### config.mk
export PLATFORM = sky130hd
export DESIGN_NAME = cmp_flag_unit
export DESIGN_NICKNAME = d
export VERILOG_FILES = /design/src/rtl/cmpf_pkg.sv /design/src/rtl/cmpf_regbank.sv /design/src/rtl/cmpf_flag_calc.sv /design/src/rtl/cmpf_out_reg.sv /design/src/rtl/cmp_flag_unit.sv
export SDC_FILE = /design/constraint.sdc
export NUM_CORES = 1
export LEC_CHECK = 0
export ABC_AREA = 1
export ABC_CLOCK_PERIOD_IN_PS = 5800
export CELL_PAD_IN_SITES_DETAIL_PLACEMENT = 1
export CELL_PAD_IN_SITES_GLOBAL_PLACEMENT = 2
export CORE_ASPECT_RATIO = 1.75
export CORE_MARGIN = 1.5
export CORE_UTILIZATION = 30
export CTS_BUF_LIST = sky130_fd_sc_hd__clkbuf_16
export CTS_CLUSTER_DIAMETER = 50
export DETAILED_ROUTE_END_ITERATION = 8
export DONT_BUFFER_PORTS = 1
export PLACE_DENSITY = 0.62
export SLEW_MARGIN = 20
export SYNTH_ARGS = -nofsm -noshare
export SYNTH_HDL_FRONTEND = slang
export SYNTH_SLANG_ARGS = --single-unit
### constraint.sdc
create_clock -name clk -period 5.8 [get_ports clk]
set_clock_uncertainty 0.2 [all_clocks]
set_input_delay 0.29 -clock clk [delete_from_list [all_inputs] [get_ports clk]]
set_output_delay 0.29 -clock clk [all_outputs]
set_load 0.01 [all_outputs]
### src/rtl/cmpf_pkg.sv
package cmpf_pkg;

  typedef enum logic {
    CMPF_NARROW = 1'b0,
    CMPF_WIDE   = 1'b1
  } cmpf_width_e;

  typedef struct packed {
    logic n;
    logic z;
    logic c;
    logic v;
  } cmpf_flags_t;

  localparam int CMPF_FLAG_BITS = $bits(cmpf_flags_t);

  function automatic logic [31:0] cmpf_pack32(cmpf_flags_t f);
    return {f, {(32 - CMPF_FLAG_BITS){1'b0}}};
  endfunction

endpackage

### src/rtl/cmpf_regbank.sv
module cmpf_regbank #(
  parameter int DEPTH  = 16,
  parameter int DATA_W = 64,
  localparam int ADDR_W = $clog2(DEPTH)
) (
  input  logic              clk,
  input  logic              we_i,
  input  logic [ADDR_W-1:0] waddr_i,
  input  logic [DATA_W-1:0] wdata_i,
  input  logic [ADDR_W-1:0] raddr_a_i,
  input  logic [ADDR_W-1:0] raddr_b_i,
  output logic [DATA_W-1:0] rdata_a_o,
  output logic [DATA_W-1:0] rdata_b_o
);

  // Distributed-RAM style: one synchronous write, combinational reads.
  logic [DATA_W-1:0] mem [DEPTH];

  always_ff @(posedge clk) begin
    if (we_i) begin
      mem[waddr_i] <= wdata_i;
    end
  end

  assign rdata_a_o = mem[raddr_a_i];
  assign rdata_b_o = mem[raddr_b_i];

endmodule

### src/rtl/cmpf_flag_calc.sv
module cmpf_flag_calc
  import cmpf_pkg::*;
#(
  parameter int W = 32
) (
  input  logic [W-1:0] a_i,
  input  logic [W-1:0] b_i,
  output cmpf_flags_t  flags_o
);

  logic [W-1:0] diff;
  logic a_neg, b_neg, r_neg;

  assign diff  = a_i - b_i;
  assign a_neg = a_i[W-1];
  assign b_neg = b_i[W-1];
  assign r_neg = diff[W-1];

  always_comb begin
    flags_o.n = r_neg;
    flags_o.z = ~|diff;
    // Overflow: operand signs differ and the result sign disagrees with A.
    flags_o.v = (a_neg & ~b_neg & ~r_neg) | (~a_neg & b_neg & r_neg);
    // No-borrow from the sign bits of A, B and the difference.
    flags_o.c = (a_neg & ~b_neg) | (a_neg & ~r_neg) | (~b_neg & ~r_neg);
  end

endmodule

### src/rtl/cmpf_out_reg.sv
module cmpf_out_reg
  import cmpf_pkg::*;
#(
  parameter int WORD_W = 32
) (
  input  logic              clk,
  input  logic              rst,
  input  logic              valid_i,
  input  logic              wide_i,
  input  cmpf_flags_t       narrow_flags_i,
  input  cmpf_flags_t       wide_flags_i,
  output logic [WORD_W-1:0] word_o,
  output logic              done_o
);

  localparam int PAD_W = WORD_W - CMPF_FLAG_BITS;

  cmpf_flags_t sel_flags;

  always_comb begin
    if (cmpf_width_e'(wide_i) == CMPF_WIDE) sel_flags = wide_flags_i;
    else                                    sel_flags = narrow_flags_i;
  end

  always_ff @(posedge clk) begin
    if (rst) begin
      word_o <= '0;
      done_o <= 1'b0;
    end else begin
      done_o <= valid_i;
      if (valid_i) begin
        word_o <= {sel_flags, {PAD_W{1'b0}}};
      end
    end
  end

endmodule

### src/rtl/cmp_flag_unit.sv
module cmp_flag_unit
  import cmpf_pkg::*;
#(
  parameter int REG_COUNT = 16,
  parameter int REG_W     = 64,
  parameter int NARROW_W  = 32,
  parameter int WORD_W    = 32,
  localparam int IDX_W    = $clog2(REG_COUNT),
  localparam int LANES    = 2
) (
  input  logic              clk,
  input  logic              rst,
  input  logic              wr_en,
  input  logic [IDX_W-1:0]  wr_idx,
  input  logic [REG_W-1:0]  wr_data,
  input  logic              cmp_valid,
  input  logic [IDX_W-1:0]  idx_a,
  input  logic [IDX_W-1:0]  idx_b,
  input  logic              cmp_wide,
  output logic [WORD_W-1:0] flag_word,
  output logic              flag_done
);

  logic [REG_W-1:0] opa, opb;
  cmpf_flags_t      lane_flags [LANES];

  cmpf_regbank #(
    .DEPTH  (REG_COUNT),
    .DATA_W (REG_W)
  ) u_bank (
    .clk       (clk),
    .we_i      (wr_en),
    .waddr_i   (wr_idx),
    .wdata_i   (wr_data),
    .raddr_a_i (idx_a),
    .raddr_b_i (idx_b),
    .rdata_a_o (opa),
    .rdata_b_o (opb)
  );

  // Lane 0 evaluates the low half, lane 1 the full register.
  for (genvar gi = 0; gi < LANES; gi++) begin : g_lane
    localparam int LW = (gi == 0) ? NARROW_W : REG_W;
    cmpf_flag_calc #(.W(LW)) u_calc (
      .a_i     (opa[LW-1:0]),
      .b_i     (opb[LW-1:0]),
      .flags_o (lane_flags[gi])
    );
  end

  cmpf_out_reg #(.WORD_W(WORD_W)) u_out (
    .clk            (clk),
    .rst            (rst),
    .valid_i        (cmp_valid),
    .wide_i         (cmp_wide),
    .narrow_flags_i (lane_flags[0]),
    .wide_flags_i   (lane_flags[1]),
    .word_o         (flag_word),
    .done_o         (flag_done)
  );

endmodule

==> impl_metrics.env, run 1 <==
export IMPL_synth_ff_type="edfxtp_1"
export IMPL_grt_max_degree=1025
export IMPL_min_path_type="in -> reg"
export IMPL_synthTopCellsByCount="nand2_1, edfxtp_1, inv_1"
export IMPL_relSlewSlack=-5.65
export IMPL_synth_enable_flop_cells=1024
export IMPL_synth_cell_types=41
export IMPL_worst_pin_slew_ns=9.97
export IMPL_globalplace_congestion=0.868
export IMPL_cts_setup_buffers=0
export IMPL_clkLatencyLatePin_ns=0.77
export IMPL_async_reset_ff_frac=0
export IMPL_synth_area_leaders="edfxtp_1, nand2_1, a21oi_1, o21ai_0, inv_1"
export IMPL_start_util=0.301
export IMPL_grt_overflow=0
export IMPL_ir_drop_mv=0.255
export IMPL_drive_gt1_frac=0.0505
export IMPL_dp_slack_ns=0.535
export IMPL_layout_nets=6373
export IMPL_finalWorstSetupSlack_ns=-5.77
export IMPL_grt_pass1_wl_um=325000
export IMPL_crit_fanout=1024
export IMPL_start_kind="input pin"
export IMPL_worst_path_max_delay_cell="o21ai_0"
export IMPL_multi_input_area_sq_mm=0.0203
export IMPL_crit_path_frequent_cell="nand2_1"
export IMPL_seq_area_frac_synth=0.548
export IMPL_ff2ff_setup_slack_ns=0.09
export IMPL_drc=0
export IMPL_vias=46700
export IMPL_synth_top_area_cell="edfxtp_1"
export IMPL_max_freq_ghz=0.0865
export IMPL_std_cell_rows=210
export IMPL_die_area_sq_mm=0.190
export IMPL_power_density_mw_per_mm2=297
export IMPL_final_util=0.338
export IMPL_ant_nets=0
export IMPL_worstHoldPathCells=2
export IMPL_synth_top_cell_area_share=0.546
export IMPL_syn_cell_area_sq_mm=0.0563
export IMPL_die_w_um=330
export IMPL_timing_setup_critical_path_class="in -> reg"
export IMPL_antenna_found_initial=11
export IMPL_root_buffer="clkbuf_16"
export IMPL_path_clk_slew_ns=0.07
export IMPL_period_share=1.99
export IMPL_synthCells=6390
export IMPL_drv_cap=0
export IMPL_cp_end_kind="flip-flop"
export IMPL_cts_resized=0
export IMPL_nFillCells=21400
export IMPL_setup_viol=4
export IMPL_critPathArrivalTime_ns=12.06
export IMPL_cts_sinks=1029
export IMPL_cts_tree="built"
export IMPL_place_inst=8458
export IMPL_r2r_cells=28
export IMPL_coreArea_sq_mm=0.187
export IMPL_maxSlewViolCount=1019
export IMPL_wl_um=227000
export IMPL_wl_per_cell_um=25.9
export IMPL_gr_usage_all_layers=0.230
export IMPL_hold_viol=0
export IMPL_status="finished with violations"
export IMPL_register_area_sq_mm=0.0308
export IMPL_htree_levels=3
export IMPL_yosysMostFrequentCell="nand2_1"
export IMPL_fp_dieH_um=576
export IMPL_drt_initial_drc_count=3027
export IMPL_max_stage_delay_ns=2.13
export IMPL_instances_no_fill=8763
export IMPL_port_buffers=0
export IMPL_grt_pass1_vias=48100
export IMPL_ys_seq_elements=1029
export IMPL_firstDrtPassIters=5
export IMPL_fin_crit_ns=11.57
export IMPL_cts_buffers=114
export IMPL_dp_hpwl_um=124000
export IMPL_syn_avg_cell_area_sq_um=8.81
export IMPL_setup_tns_ns=-19.59
export IMPL_via_per_inst=5.33
export IMPL_max_clock_path_buffers=3
export IMPL_crit_required_ns=6.29
export IMPL_ios=114
export IMPL_syn_to_final_growth_pct=12.2
export IMPL_p_leak_nw=24.6
export IMPL_yosysWarnings=0
export IMPL_violations="max-slew violations, negative setup slack"
[power breakdown]
group / switching (mW) / internal [mW] / total [mW] / leakage, nW
sequential: 0.0541 / 8.34 / 8.39 / 9.29
combinational: 2.07 / 0.929 / 3.00 / 13.4
clock: 3.30 / 4.09 / 7.39 / 1.91
[worst max-delay path, delay by kind of cell]
family          cells  cell delay (ns)
buf+inv             3             0.90
fa+ha+maj           2             0.88
simple gates       13             1.62
compound gates      7             3.63
[placed cells by master, fill, tap and decap left out, types with 103 or more instances in the layout]
cell type | netlist | routed
a21oi_1 | 848 | 848
clkbuf_16 | 0 | 122
edfxtp_1 | 1024 | 1024
inv_1 | 916 | 934
nand2_1 | 1218 | 1218
nand3_1 | 407 | 407
nor2_1 | 119 | 103
o211ai_1 | 230 | 230
o21ai_0 | 829 | 829
o221ai_1 | 121 | 121
[flip-flops by register name (all words and copies together), names as in the netlist]
register / count
u_bank.mem: 1024
u_out.word_o: 4
u_out.done_o: 1
[what timing repair did]
| item | in CTS | in global routing |
|---|---|---|
| endpoints found under the hold margin | 1045 | 0 |
| hold buffers | 76 | 0 |
| setup endpoints to repair | 0 | 3 |
[logic make-up (layout without fill, tap and decap cells)]
family / count (synthesis) / count (layout) / share of synthesized area
other cells: 1 / 33 / 0.0000666
fa+ha+maj: 68 / 68 / 0.0154
buf+inv: 1382 / 1285 / 0.0952
simple gates: 1825 / 1825 / 0.135
xor+xnor: 22 / 22 / 0.00342
compound gates: 2063 / 2063 / 0.203
flops: 1029 / 1029 / 0.548
[through the flow]
| step | area, sq um | hold WS [ns] | total power, mW |
|---|---|---|---|
| after floorplan | 56400 | 0.152 | 10.5 |
| after global placement | 58400 | 0.157 | 11.2 |
| after detailed placement | 58400 | 0.158 | 11.3 |
| after CTS | 62800 | 0.0127 | 18.8 |
| after global routing | 63100 | 0.0337 | 19.5 |
| final | 63200 | 0.0426 | 18.8 |
[worst paths after layout]
kind	from	to
worst min-delay path	wr_en	u_bank.mem[11][1]
worst max-delay path	idx_b[0]	u_out.word_o[30]
worst max register to register	u_bank.mem[13][22]	u_out.word_o[30]
worst min register to register	u_out.word_o[31]	u_out.word_o[31]
[per-layer routing]
layer	up-vias	global-route usage	routed length, um
met5	-	0	38
met4	6	0.0626	5880
met3	291	0.0235	7130
met2	809	0.423	119000
met1	23800	0.280	94500
li1	21700	-	-
[final cells by class]
type                            instances  share of cell area
Clock buffer                          114              0.0452
Sequential cell                      1029               0.488
Inverter                              928              0.0554
Multi-Input combinational cell       4006               0.322
Clock inverter                         98              0.0137
Tap cell                             2438              0.0483
Timing Repair Buffer                  145              0.0271
Antenna cell                            5            0.000198
(Power assumes the default switching activity.)
==> run 2, diff against run 1 <==
--- a/config.mk
+++ b/config.mk
@@ -6,7 +6,7 @@
 export NUM_CORES = 1
 export LEC_CHECK = 0
 export ABC_AREA = 1
-export ABC_CLOCK_PERIOD_IN_PS = 5800
+export ABC_CLOCK_PERIOD_IN_PS = 9400
 export CELL_PAD_IN_SITES_DETAIL_PLACEMENT = 1
 export CELL_PAD_IN_SITES_GLOBAL_PLACEMENT = 2
 export CORE_ASPECT_RATIO = 1.75
@@ -16,8 +16,7 @@
 export CTS_CLUSTER_DIAMETER = 50
 export DETAILED_ROUTE_END_ITERATION = 8
 export DONT_BUFFER_PORTS = 1
-export PLACE_DENSITY = 0.62
-export SLEW_MARGIN = 20
+export PLACE_DENSITY = 0.65
 export SYNTH_ARGS = -nofsm -noshare
 export SYNTH_HDL_FRONTEND = slang
 export SYNTH_SLANG_ARGS = --single-unit
==> constraint.sdc (replaced) <==
create_clock -name clk -period 9.4 [get_ports clk]
set_clock_uncertainty 0.2 [all_clocks]
set_input_delay 0.47 -clock clk [delete_from_list [all_inputs] [get_ports clk]]
set_output_delay 0.47 -clock clk [all_outputs]
set_load 0.01 [all_outputs]
==> impl_metrics.env, run 2 (synthesis results as in run 1) <==
export IMPL_root_buffer="clkbuf_16"
export IMPL_syn_to_final_growth_pct=11.3
export IMPL_drc=0
export IMPL_antenna_found_initial=11
export IMPL_wl_um=222000
export IMPL_gr_usage_all_layers=0.229
export IMPL_power_density_mw_per_mm2=185
export IMPL_reg_top3="u_bank.mem (1024), u_out.word_o (4), u_out.done_o (1)"
export IMPL_firstDrtPassIters=6
export IMPL_cp_depth=30
export IMPL_wl_per_cell_um=25.4
export IMPL_grt_pass1_vias=47900
export IMPL_violations="max-slew violations"
export IMPL_top_register="u_bank.mem"
export IMPL_r2r_cells=20
export IMPL_grt_max_degree=1025
export IMPL_status="finished with violations"
export IMPL_layout_nets=6343
export IMPL_worst_path_max_delay_cell="buf_16"
export IMPL_globalplace_congestion=0.886
export IMPL_largest_reg_flops=1024
export IMPL_die_area_sq_mm=0.190
export IMPL_std_cell_rows=210
export IMPL_cp_end_kind="flip-flop"
export IMPL_dpl_cell_area_sq_mm=0.0580
export IMPL_start_util=0.301
export IMPL_period_share=0.811
export IMPL_fp_dieH_um=576
export IMPL_crit_fanout=276
export IMPL_worst_pin_slew_ns=1.92
export IMPL_dp_hpwl_um=125000
export IMPL_cpLargestDelayFamily="simple AND/OR/NAND/NOR gates"
export IMPL_nFillCells=21500
export IMPL_grt_setup_unrepaired="no"
export IMPL_hold_viol=0
export IMPL_max_stage_delay_ns=0.64
export IMPL_ios=114
export IMPL_via_per_inst=5.32
export IMPL_htree_levels=3
export IMPL_final_util=0.335
export IMPL_cts_buffers=112
export IMPL_vias=46400
export IMPL_crit_required_ns=9.89
export IMPL_timing_setup_critical_path_class="in -> reg"
export IMPL_final_cell_mix="nand2_1, edfxtp_1, inv_1, a21oi_1, o21ai_0"
export IMPL_cp_startpoint="idx_a[0]"
export IMPL_cts_setup_buffers=0
export IMPL_path_buf_inv=5
export IMPL_ir_drop_mv=0.152
export IMPL_r2r_start="u_bank.mem[2][31]"
export IMPL_ant_nets=0
export IMPL_critPathArrivalTime_ns=8.11
export IMPL_maxSlewViolCount=132
export IMPL_min_path_type="in -> reg"
export IMPL_die_w_um=330
export IMPL_drv_cap=0
export IMPL_start_kind="input pin"
export IMPL_fin_crit_ns=7.62
export IMPL_p_leak_nw=24.3
export IMPL_worstReg2RegEnd="u_out.word_o[30]"
export IMPL_coreArea_sq_mm=0.187
export IMPL_layout_commonest_cell="nand2_1"
export IMPL_drt_initial_drc_count=3252
export IMPL_max_freq_ghz=0.131
export IMPL_setup_viol=0
export IMPL_cts_sinks=1029
export IMPL_finalInstanceArea_sq_mm=0.0627
export IMPL_max_clock_path_buffers=3
export IMPL_crit_path_frequent_cell="nand2_1"
export IMPL_grt_pass1_wl_um=324000
export IMPL_setup_tns_ns=0
export IMPL_endpoint="u_out.word_o[30]"
export IMPL_grt_overflow=0
export IMPL_clkLatencyLatePin_ns=0.76
export IMPL_cts_tree="built"
export IMPL_ff2ff_setup_slack_ns=3.84
export IMPL_path_clk_slew_ns=0.06
export IMPL_drive_gt1_frac=0.0461
export IMPL_relSlewSlack=-0.282
export IMPL_port_buffers=0
[run 2: stage by stage]
stage	worst slack, ns	hold WS (ns)	cells	power, mW
finish	1.78	0.0900	8730	11.6
global route	1.47	0.0893	8729	12.1
CTS	3.33	0.0395	8719	11.6
detailed placement	3.09	0.337	8441	6.93
global placement	3.08	0.338	8441	6.92
floorplan	4.82	0.293	6417	6.50
[run 2: cell type report]
cell class | count | area, sq um | share of cell area
repair buffers | 117 | 1220 | 0.0195
clock buffers | 112 | 2800 | 0.0447
well taps | 2438 | 3050 | 0.0487
flip-flops and latches | 1029 | 30800 | 0.492
inverters | 928 | 3500 | 0.0558
diodes | 3 | 7.51 | 0.000120
multi-input cells | 4006 | 20300 | 0.324
clock inverters | 97 | 911 | 0.0145
[run 2: power breakdown]
group          switching, mW  internal [mW]  total, mW
sequential            0.0331           5.14       5.18
combinational           1.33          0.536       1.87
clock                   2.05           2.52       4.57
[run 2: how the worst min path moves through the flow]
stage	to	slack, ns	depth (start not counted)	start
final	u_bank.mem[2][1]	0.09	2	wr_idx[1]
after global routing	u_bank.mem[2][1]	0.09	2	wr_en
after CTS	u_bank.mem[2][1]	0.04	2	wr_idx[1]
after detailed placement	u_out.word_o[30]	0.34	1	rst
after global placement	u_out.word_o[30]	0.34	1	rst
after floorplan	u_out.word_o[30]	0.29	2	u_out.word_o[30]
[run 2: per-layer routing]
metal,vias up,part of all wire,GRT usage
met3,301,0.030,0.0229
li1,21700,-,-
met5,-,0.00031,0
met1,23600,0.41,0.274
met2,813,0.53,0.423
met4,10,0.031,0.0733
[run 2: what timing repair did]
action | 4_1_cts | 5_1_grt
endpoints found under the hold margin | 1029 | 0
resized for setup | 0 | 0
hold buffers | 69 | 0
